## src/rtl/tod_rtc_pkg.sv

```systemverilog
package tod_rtc_pkg;
  localparam int REG_W  = 16;
  localparam int ADDR_W = 4;
  localparam int SEC_W  = 6;
  localparam int MIN_W  = 6;
  localparam int HOUR_W = 5;
  localparam int DAY_W  = 16;
  localparam int SW_W   = 8;
  localparam int NSRC   = 3;

  localparam logic [ADDR_W-1:0] ADR_SEC   = 4'd0;
  localparam logic [ADDR_W-1:0] ADR_MIN   = 4'd1;
  localparam logic [ADDR_W-1:0] ADR_HOUR  = 4'd2;
  localparam logic [ADDR_W-1:0] ADR_DAY   = 4'd3;
  localparam logic [ADDR_W-1:0] ADR_ASEC  = 4'd4;
  localparam logic [ADDR_W-1:0] ADR_AMIN  = 4'd5;
  localparam logic [ADDR_W-1:0] ADR_AHOUR = 4'd6;
  localparam logic [ADDR_W-1:0] ADR_CTRL  = 4'd7;
  localparam logic [ADDR_W-1:0] ADR_STAT  = 4'd8;
  localparam logic [ADDR_W-1:0] ADR_IEN   = 4'd9;
  localparam logic [ADDR_W-1:0] ADR_SWCH  = 4'd10;

  localparam int S_ALARM  = 0;
  localparam int S_SAMPLE = 1;
  localparam int S_SWATCH = 2;

  typedef struct packed {
    logic [HOUR_W-1:0] hour;
    logic [MIN_W-1:0]  min;
    logic [SEC_W-1:0]  sec;
  } hms_t;
endpackage

```

## src/rtl/tod_prescaler.sv

```systemverilog
module tod_prescaler #(
  parameter int DIV = 32768
) (
  input  logic clk,
  input  logic rst_n,
  input  logic ref_en,
  input  logic restart,
  output logic pulse
);
  localparam int CW = (DIV > 1) ? $clog2(DIV) : 1;
  localparam logic [CW-1:0] LAST = CW'(DIV - 1);

  logic [CW-1:0] cnt_q;

  always_ff @(posedge clk) begin
    if (!rst_n)       cnt_q <= '0;
    else if (restart) cnt_q <= '0;
    else if (ref_en)  cnt_q <= (cnt_q == LAST) ? '0 : cnt_q + 1'b1;
  end

  assign pulse = ref_en && !restart && (cnt_q == LAST);

  p_restart_zero_r4: assert property (@(posedge clk) disable iff (!rst_n)
    restart |=> (cnt_q == '0));

  generate
    if (DIV > 1) begin : g_gap
      p_pulse_gap_r2: assert property (@(posedge clk) disable iff (!rst_n)
        pulse |=> !pulse);
    end
  endgenerate
endmodule

```

## src/rtl/tod_counters.sv

```systemverilog
module tod_counters
  import tod_rtc_pkg::*;
(
  input  logic              clk,
  input  logic              rst_n,
  input  logic              tick,
  input  logic              wr_sec,
  input  logic              wr_min,
  input  logic              wr_hour,
  input  logic              wr_day,
  input  logic [REG_W-1:0]  wdata,
  output hms_t              now,
  output hms_t              nxt,
  output logic [DAY_W-1:0]  day,
  output logic              adv,
  output logic              min_roll
);
  localparam logic [SEC_W-1:0]  SEC_TOP  = SEC_W'(59);
  localparam logic [MIN_W-1:0]  MIN_TOP  = MIN_W'(59);
  localparam logic [HOUR_W-1:0] HOUR_TOP = HOUR_W'(23);

  hms_t             cur_q;
  logic [DAY_W-1:0] day_q, day_nxt;
  logic             sec_top, min_top, hour_top, any_wr;

  assign any_wr   = wr_sec | wr_min | wr_hour | wr_day;
  assign adv      = tick && !any_wr;
  assign sec_top  = cur_q.sec  >= SEC_TOP;
  assign min_top  = cur_q.min  >= MIN_TOP;
  assign hour_top = cur_q.hour >= HOUR_TOP;

  always_comb begin
    nxt.sec  = sec_top ? '0 : cur_q.sec + 1'b1;
    nxt.min  = cur_q.min;
    nxt.hour = cur_q.hour;
    day_nxt  = day_q;
    if (sec_top) begin
      nxt.min = min_top ? '0 : cur_q.min + 1'b1;
      if (min_top) begin
        nxt.hour = hour_top ? '0 : cur_q.hour + 1'b1;
        if (hour_top) day_nxt = day_q + 1'b1;
      end
    end
  end

  assign min_roll = adv && sec_top;

  always_ff @(posedge clk) begin
    if (!rst_n) begin
      cur_q <= '0;
      day_q <= '0;
    end else if (adv) begin
      cur_q <= nxt;
      day_q <= day_nxt;
    end else begin
      if (wr_sec)  cur_q.sec  <= wdata[SEC_W-1:0];
      if (wr_min)  cur_q.min  <= wdata[MIN_W-1:0];
      if (wr_hour) cur_q.hour <= wdata[HOUR_W-1:0];
      if (wr_day)  day_q      <= wdata[DAY_W-1:0];
    end
  end

  assign now = cur_q;
  assign day = day_q;

  p_sec_wrap_r3: assert property (@(posedge clk) disable iff (!rst_n)
    (adv && cur_q.sec == SEC_TOP) |=> (cur_q.sec == '0));

  p_day_carry_r3: assert property (@(posedge clk) disable iff (!rst_n)
    (adv && cur_q.sec == SEC_TOP && cur_q.min == MIN_TOP && cur_q.hour == HOUR_TOP)
    |=> (day_q == DAY_W'($past(day_q) + 1'b1)) && (cur_q.hour == '0));

  p_write_wins_r5: assert property (@(posedge clk) disable iff (!rst_n)
    wr_min |=> (cur_q.min == $past(wdata[MIN_W-1:0])));
endmodule

```

## src/rtl/tod_stopwatch.sv

```systemverilog
module tod_stopwatch #(
  parameter int W = 8
) (
  input  logic         clk,
  input  logic         rst_n,
  input  logic         load,
  input  logic [W-1:0] load_val,
  input  logic         step,
  output logic [W-1:0] count,
  output logic         fire
);
  logic [W-1:0] cnt_q;
  logic         run_q;

  assign fire = step && run_q && !load && (cnt_q == W'(1));

  always_ff @(posedge clk) begin
    if (!rst_n) begin
      cnt_q <= '0;
      run_q <= 1'b0;
    end else if (load) begin
      cnt_q <= load_val;
      run_q <= (load_val != '0);
    end else if (step && run_q) begin
      cnt_q <= cnt_q - 1'b1;
      if (cnt_q == W'(1)) run_q <= 1'b0;
    end
  end

  assign count = cnt_q;

  p_fire_stops_r8: assert property (@(posedge clk) disable iff (!rst_n)
    fire |=> (!run_q && cnt_q == '0));

  p_idle_hold_r8: assert property (@(posedge clk) disable iff (!rst_n)
    (!run_q && !load) |=> $stable(cnt_q));
endmodule

```

## src/rtl/tod_irq_ctrl.sv

```systemverilog
module tod_irq_ctrl #(
  parameter int N = 3
) (
  input  logic         clk,
  input  logic         rst_n,
  input  logic [N-1:0] set,
  input  logic         clr_wr,
  input  logic [N-1:0] clr_mask,
  input  logic         ien_wr,
  input  logic [N-1:0] ien_val,
  output logic [N-1:0] stat,
  output logic [N-1:0] ien,
  output logic         irq
);
  logic [N-1:0] stat_q, ien_q;

  generate
    for (genvar i = 0; i < N; i++) begin : g_src
      always_ff @(posedge clk) begin
        if (!rst_n) stat_q[i] <= 1'b0;
        else        stat_q[i] <= set[i] | (stat_q[i] & ~(clr_wr & clr_mask[i]));
      end

      p_set_wins_r9: assert property (@(posedge clk) disable iff (!rst_n)
        set[i] |=> stat_q[i]);

      p_clear_r9: assert property (@(posedge clk) disable iff (!rst_n)
        (clr_wr && clr_mask[i] && !set[i]) |=> !stat_q[i]);
    end
  endgenerate

  always_ff @(posedge clk) begin
    if (!rst_n)      ien_q <= '0;
    else if (ien_wr) ien_q <= ien_val;
  end

  assign stat = stat_q;
  assign ien  = ien_q;
  assign irq  = |(stat_q & ien_q);
endmodule

```

## src/rtl/tod_rtc_core.sv

```systemverilog
module tod_rtc_core
  import tod_rtc_pkg::*;
#(
  parameter int PRESCALE_DIV = 32768,
  parameter int SAMPLE_DIV   = 512
) (
  input  logic              clk,
  input  logic              rst_n,
  input  logic              ref_en,
  input  logic              wr_en,
  input  logic [ADDR_W-1:0] addr,
  input  logic [REG_W-1:0]  wdata,
  output logic [REG_W-1:0]  rdata,
  output logic              irq
);
  logic             wr_sec, wr_min, wr_hour, wr_day, tod_wr;
  logic             sec_tick, samp_pulse, tod_adv, min_roll, sw_fire, alarm_hit;
  hms_t             now, nxt, alarm_q;
  logic [DAY_W-1:0] day;
  logic             arm_q;
  logic [SW_W-1:0]  sw_count;
  logic [NSRC-1:0]  src_set, src_stat, src_ien;

  assign wr_sec  = wr_en && (addr == ADR_SEC);
  assign wr_min  = wr_en && (addr == ADR_MIN);
  assign wr_hour = wr_en && (addr == ADR_HOUR);
  assign wr_day  = wr_en && (addr == ADR_DAY);
  assign tod_wr  = wr_sec | wr_min | wr_hour | wr_day;

  tod_prescaler #(.DIV(PRESCALE_DIV)) u_sec_div (
    .clk(clk), .rst_n(rst_n), .ref_en(ref_en), .restart(wr_sec), .pulse(sec_tick)
  );

  tod_prescaler #(.DIV(SAMPLE_DIV)) u_samp_div (
    .clk(clk), .rst_n(rst_n), .ref_en(ref_en), .restart(1'b0), .pulse(samp_pulse)
  );

  tod_counters u_tod (
    .clk(clk), .rst_n(rst_n), .tick(sec_tick),
    .wr_sec(wr_sec), .wr_min(wr_min), .wr_hour(wr_hour), .wr_day(wr_day),
    .wdata(wdata), .now(now), .nxt(nxt), .day(day),
    .adv(tod_adv), .min_roll(min_roll)
  );

  tod_stopwatch #(.W(SW_W)) u_swatch (
    .clk(clk), .rst_n(rst_n), .load(wr_en && (addr == ADR_SWCH)),
    .load_val(wdata[SW_W-1:0]), .step(min_roll), .count(sw_count), .fire(sw_fire)
  );

  always_ff @(posedge clk) begin
    if (!rst_n) begin
      alarm_q <= '0;
      arm_q   <= 1'b0;
    end else if (wr_en) begin
      if (addr == ADR_ASEC)  alarm_q.sec  <= wdata[SEC_W-1:0];
      if (addr == ADR_AMIN)  alarm_q.min  <= wdata[MIN_W-1:0];
      if (addr == ADR_AHOUR) alarm_q.hour <= wdata[HOUR_W-1:0];
      if (addr == ADR_CTRL)  arm_q        <= wdata[0];
    end
  end

  assign alarm_hit = tod_adv && arm_q && (nxt == alarm_q);

  always_comb begin
    src_set           = '0;
    src_set[S_ALARM]  = alarm_hit;
    src_set[S_SAMPLE] = samp_pulse;
    src_set[S_SWATCH] = sw_fire;
  end

  tod_irq_ctrl #(.N(NSRC)) u_irq (
    .clk(clk), .rst_n(rst_n), .set(src_set),
    .clr_wr(wr_en && (addr == ADR_STAT)), .clr_mask(wdata[NSRC-1:0]),
    .ien_wr(wr_en && (addr == ADR_IEN)), .ien_val(wdata[NSRC-1:0]),
    .stat(src_stat), .ien(src_ien), .irq(irq)
  );

  always_comb begin
    case (addr)
      ADR_SEC:   rdata = REG_W'(now.sec);
      ADR_MIN:   rdata = REG_W'(now.min);
      ADR_HOUR:  rdata = REG_W'(now.hour);
      ADR_DAY:   rdata = REG_W'(day);
      ADR_ASEC:  rdata = REG_W'(alarm_q.sec);
      ADR_AMIN:  rdata = REG_W'(alarm_q.min);
      ADR_AHOUR: rdata = REG_W'(alarm_q.hour);
      ADR_CTRL:  rdata = REG_W'(arm_q);
      ADR_STAT:  rdata = REG_W'(src_stat);
      ADR_IEN:   rdata = REG_W'(src_ien);
      ADR_SWCH:  rdata = REG_W'(sw_count);
      default:   rdata = '0;
    endcase
  end

  p_alarm_src_r6: assert property (@(posedge clk) disable iff (!rst_n)
    $rose(src_stat[S_ALARM]) |-> $past(tod_adv && arm_q));

  p_tod_wr_quiet_r6: assert property (@(posedge clk) disable iff (!rst_n)
    (tod_wr && !src_stat[S_ALARM]) |=> !src_stat[S_ALARM]);
endmodule

```

## config.mk

```make
export PLATFORM = sky130hd
export DESIGN_NAME = tod_rtc_core
export DESIGN_NICKNAME = d
export VERILOG_FILES = /design/src/rtl/tod_rtc_pkg.sv /design/src/rtl/tod_prescaler.sv /design/src/rtl/tod_counters.sv /design/src/rtl/tod_stopwatch.sv /design/src/rtl/tod_irq_ctrl.sv /design/src/rtl/tod_rtc_core.sv
export SDC_FILE = /design/constraint.sdc
export NUM_CORES = 1
export LEC_CHECK = 0
export ABC_AREA = 1
export BUFFER_PORTS_ARGS = -buffer_cell sky130_fd_sc_hd__buf_2
export CAP_MARGIN = 20
export CORE_ASPECT_RATIO = 1.75
export CORE_MARGIN = 4
export CORE_UTILIZATION = 63
export CTS_CLUSTER_SIZE = 16
export DETAILED_ROUTE_END_ITERATION = 8
export PLACE_DENSITY = 0.8
export SYNTH_ARGS = -nofsm -noshare
export SYNTH_HDL_FRONTEND = slang
export SYNTH_SLANG_ARGS = --single-unit
```

## constraint.sdc

```tcl
create_clock -name clk -period 5.9 [get_ports clk]
set_clock_uncertainty 0.05 [all_clocks]
set_input_delay 0.59 -clock clk [delete_from_list [all_inputs] [get_ports clk]]
set_output_delay 0.59 -clock clk [all_outputs]
set_load 0.02 [all_outputs]
```

# After elaboration in Yosys (flattened, before gate mapping)

Index checks and enable logic that the tools add are counted.

Flip-flop bits (word level): 90
Output and inout bits: 17
Input bits: 24

Eq/ne operators: 17
Add/subtract/negate cells: 7
Bitwise logic cells: 17
Reductions and logical operators: 36
$lt $le $gt $ge: 3
Multiplexer cells: 22

Operator list:

| kind                  | number |
|---|---|
| $pmux 16 s11          | 1 |
| $mux 16               | 5 |
| $mux 6                | 4 |
| $eq 17x17->1          | 1 |
| $logic_and 1x1->1     | 17 |
| $mux 17               | 1 |
| $add 16x1->16 const B | 1 |
| $eq 4x3->1 const B    | 4 |
| $mux 8                | 2 |
| $add 15x1->15 const B | 1 |
| $eq 15x15->1 const B  | 1 |
| $mux 15               | 1 |
| $mux 5                | 3 |
| $add 6x1->6 const B   | 2 |
| $eq 4x4->1 const B    | 3 |
| $ge 6x6->1 const B    | 2 |
| $reduce_bool 2->1     | 6 |
| $mux 11               | 1 |
| $reduce_and 2->1      | 5 |
| $add 9x1->9 const B   | 1 |
| $eq 9x9->1 const B    | 1 |
| $mux 9                | 1 |
| $eq 4x2->1 const B    | 2 |
| $eq 8x1->1 const B    | 1 |
| 16 further kinds      | 35 |

# Depth between registers and ports, before layout

Depth in word-level cells: 12
Mapped depth: 15
Gate-level depth less buffers: 14

# Modules after synthesis

Synthesis repeated with hierarchy kept, for this count alone.

Cell total of the unflattened synthesis: 993
Area total of the unflattened synthesis: 6077.1 µm²

By module, submodules not included:

| module                     | times used | seq. area each (µm²) | area each (µm²) | cells an instance |
|---|---|---|---|---|
| tod_counters               | 1          | 660.6                | 2403.6          | 396 |
| tod_rtc_core               | 1          | 360.3                | 1529.0          | 282 |
| tod_prescaler (u_sec_div)  | 1          | 300.3                | 794.5           | 115 |
| tod_stopwatch              | 1          | 180.2                | 634.4           | 100 |
| tod_prescaler (u_samp_div) | 1          | 180.2                | 485.5           | 67 |
| tod_irq_ctrl               | 1          | 120.1                | 230.2           | 33 |

# Least setup slack after synthesis

OpenSTA, ideal clock, no wires.

Path kind: in2out
Start point: input port addr[3]
End point: output port rdata[6]
Arrival: 1.645 ns
Path buffers: 1
Data required time: 5.260 ns
Path slack: 3.615 ns
Cell stages on the path: 6
Cell sequence: nor2_1 > inv_1 > nor2_1 > inv_1 > clkbuf_1 > o22ai_1

Cells in the longest elaborated chain, start to end: 2

Ends and longest elaborated chain:

| element                            | RTL line           | source |
|---|---|---|
| from (decl)                        | tod_rtc_core.sv:11 | `input logic [ADDR_W-1:0] addr,` |
| $eq 4x4->1 (tied with other cells) | tod_rtc_core.sv:79 | `case (addr)` |
| $pmux 16 s11 *                     | tod_rtc_core.sv:79 |  |
| to (decl)                          | tod_rtc_core.sv:13 | `output logic [REG_W-1:0] rdata,` |

Every way passes the cells marked *; elsewhere a longest branch is shown, timed or not.

# Final worst setup path

Start point: input port addr[2]
End point: output port rdata[2]

Same word-level chain as after synthesis.

==> results.yml <==
cells_and_area:
  final_common_cell: "nand2_1"
  layout.nets: 909
  drive_gt1_share_pct: 9.42
  utilization_pct: 70.2
  layout_common_cells: "181 x nand2_1, 119 x inv_1, 98 x nor2_1, 90 x dfxtp_1, 57 x a21oi_1"
  syn_to_final_growth_pct: 9.56
  n_antenna_cell: 0
flow_run:
  maxCapViolCount: 0
placement:
  gp_congestion: 1.03
  port_buffers: 40
  place_hpwl_um: 13700
synthesis:
  synth_top_cell_by_area: "dfxtp_1"
  async_flop_share_pct: 0
  synth_area_leaders: "dfxtp_1 33%, nand2_1 12%, inv_1 8.1%"
  synthFlopType: "dfxtp_1"
  synth-seq-area-share_pct: 32.6
  synth-seq-cells: 90
  synth_edf_count: 0
  avgSynthCellArea_um2: 6.51
  yosys.area.top_type_share_pct: 32.6
  yosys_warnings: 0
  synth.net_count: 881
  syn-cell-area_um2: 5520
  synth_cell_types: 45
  synthCells: 848
global_routing:
  first_global_vias: 6018
  grt_max_degree: 46
  grt-ovfl-total: 0
  grt_pass1_wl_um: 28900
  antenna_found_initial: 0
  globalRouteTotalUtil_pct: 35.5
route:
  first_pass_iters: 7
  wl_per_cell_um: 18.2
  drtAntennaViolNets: 0
  drt_iter0_drc: 540
  wl_um: 18200
  drc: 0
  vias: 6122
  vias_per_cell: 6.13
clocking:
  cts_htree_levels: 3
  cts_buffers: 9
  clockBufferDepth: 2
  clk_pin_slew_worst_paths_ns: 0.06
  cts_hold_buffers: 0
  cts_tree: "built"
  postCtsSetupBuffers: 0
  cts-resized-gates: 0
  clkSinkCount: 90
  cts-root-buf: "clkbuf_16"
  worstSkewPairLatency_ns: 0.36
timing:
  hold_viol: 0
  tightest_slew_ns: 0.949
  timing.final.crit_period_ns: 2.97
  max_freq_ghz: 0.337
  finalSetupTns_ns: 0
  relSlewSlack_pct: 36.5
  report.final.setup_viol: 0
  rsz0062_at_grt: "false"
  min_period_over_period_pct: 50.3
  maxSlewViolCount: 0
floorplanning:
  core_um2: 8610
  core.rowCount: 45
  die_h_um: 132
  ios: 41
  die_x_um: 78.8
  die_area_um2: 10400
  start_util_pct: 64.1
worst_setup_path:
  r2r_end: "u_tod.day[3]"
  cp-endpoint: "rdata[2]"
  cp_cell_sequence: "buf_2 > nor2_1 > inv_1 > nor2_1 > inv_1 > o22ai_1 > a221oi_1 > o2111ai_1 > buf_2"
  crit_type: "input port to output pin"
  path_depth: 9
  timing.rr.start: "u_tod.now[1]"
  crit_arrival_ns: 2.33
  required_ns: 5.26
  worstPathMaxFanout: 16
  worstRegToRegCells: 10
  start_kind: "input port"
  crit_start: "addr[2]"
  endpoint_kind: "output pin"
  slowest_delay_ns: 0.44
  cp_top_family: "buffers and inverters"
  critPathBufInv: 4
  r2r_slack_ns: 2.96
  slowest_stage: "inv_1"
power_and_ir_drop:
  ir_worst_vdd_mv: 0.213
  p_per_area_nw_per_um2: 219
  power_leakage_nw: 2.46
min_path:
  hold_path.class: "register to register"
  min_from: "u_tod.day[14]"
  holdPathStages: 2
outcome:
  status: "finished clean"
==> cell type report <==
| type | instances | area, µm² |
|---|---|---|
| flip-flops and latches | 90 | 1800 |
| clock buffers | 9 | 225 |
| multi-input cells | 610 | 3130 |
| well taps | 117 | 146 |
| clock inverters | 7 | 77.6 |
| repair buffers | 40 | 200 |
| inverters | 125 | 469 |
| fillers | 760 | 2560 |
==> synthesized netlist by cell type, types with 7 or more instances <==
master      n
a21oi_1    57
o21ai_0    49
xor2_1     15
ha_1        9
nand2_1   181
inv_1     119
nand4_1    20
dfxtp_1    90
nor2_1     98
clkbuf_1   12
nand3_1    55
o22ai_1    23
a221oi_1    7
nor3b_1     7
nor3_1     20
o211ai_1   11
==> kinds of logic after synthesis <==
logic type | synth area share (%)
simple gates | 32.6
xor+xnor | 2.70
fa+ha+maj | 2.04
buf+inv | 10.7
flops | 32.6
compound gates | 19.0
mux | 0.363
==> worst register-to-register path: stages (launching register included) <==
cell and delay (ns):
dfxtp_1 0.42, ha_1 0.27, nor2_1 0.11, nor2_4 0.34
nand2_1 0.33, inv_2 0.17, nand2_2 0.12, o22ai_4 0.45
inv_2 0.26, o21ai_0 0.22, a21oi_1 0.07
==> flip-flops by register name, summed over array words and instances (netlist names) <==
register          cells
alarm_q              17
u_tod.now            17
u_tod.day            16
u_sec_div.cnt_q      15
u_samp_div.cnt_q      9
u_swatch.count        8
u_irq.ien             3
u_irq.stat            3
arm_q                 1
u_swatch.run_q        1
==> metal layers <==
| layer | part of all wire (%) | track usage (%) |
|---|---|---|
| met1 | 34 | 34.7 |
| met2 | 51 | 62.5 |
| met3 | 6.2 | 6.57 |
| met4 | 8.2 | 30.1 |
| met5 | 0 | 0 |
==> stage by stage <==
| step | power, mW | cells | worst slack, ns | cell area (µm²) | hold WS [ns] |
|---|---|---|---|---|---|
| 3_5_place_dp | 0.737 | 982 | 3.04 | 5750 | 0.424 |
| 3_3_place_gp | 0.734 | 982 | 3.03 | 5750 | 0.409 |
| 4_1_cts | 1.32 | 998 | 3.05 | 6050 | 0.433 |
| 2_1_floorplan | 0.699 | 848 | 3.61 | 5520 | 0.388 |
| 6_report | 1.32 | 998 | 2.93 | 6050 | 0.434 |
| 5_1_grt | 1.36 | 998 | 2.76 | 6050 | 0.455 |
==> worst min path at each step <==
stage,endpoint,slack [ns]
after floorplan,arm_q,0.39
after global placement,u_tod.day[15],0.41
after detailed placement,u_tod.day[14],0.42
after CTS,u_tod.day[14],0.43
after global routing,u_tod.day[15],0.46
final,u_tod.day[14],0.43
==> power breakdown <==
part           switching (mW)  internal [mW]
Sequential            0.00987          0.617
Clock                   0.264          0.332
Combinational          0.0715         0.0285
Power figures use the tool's default switching activity.
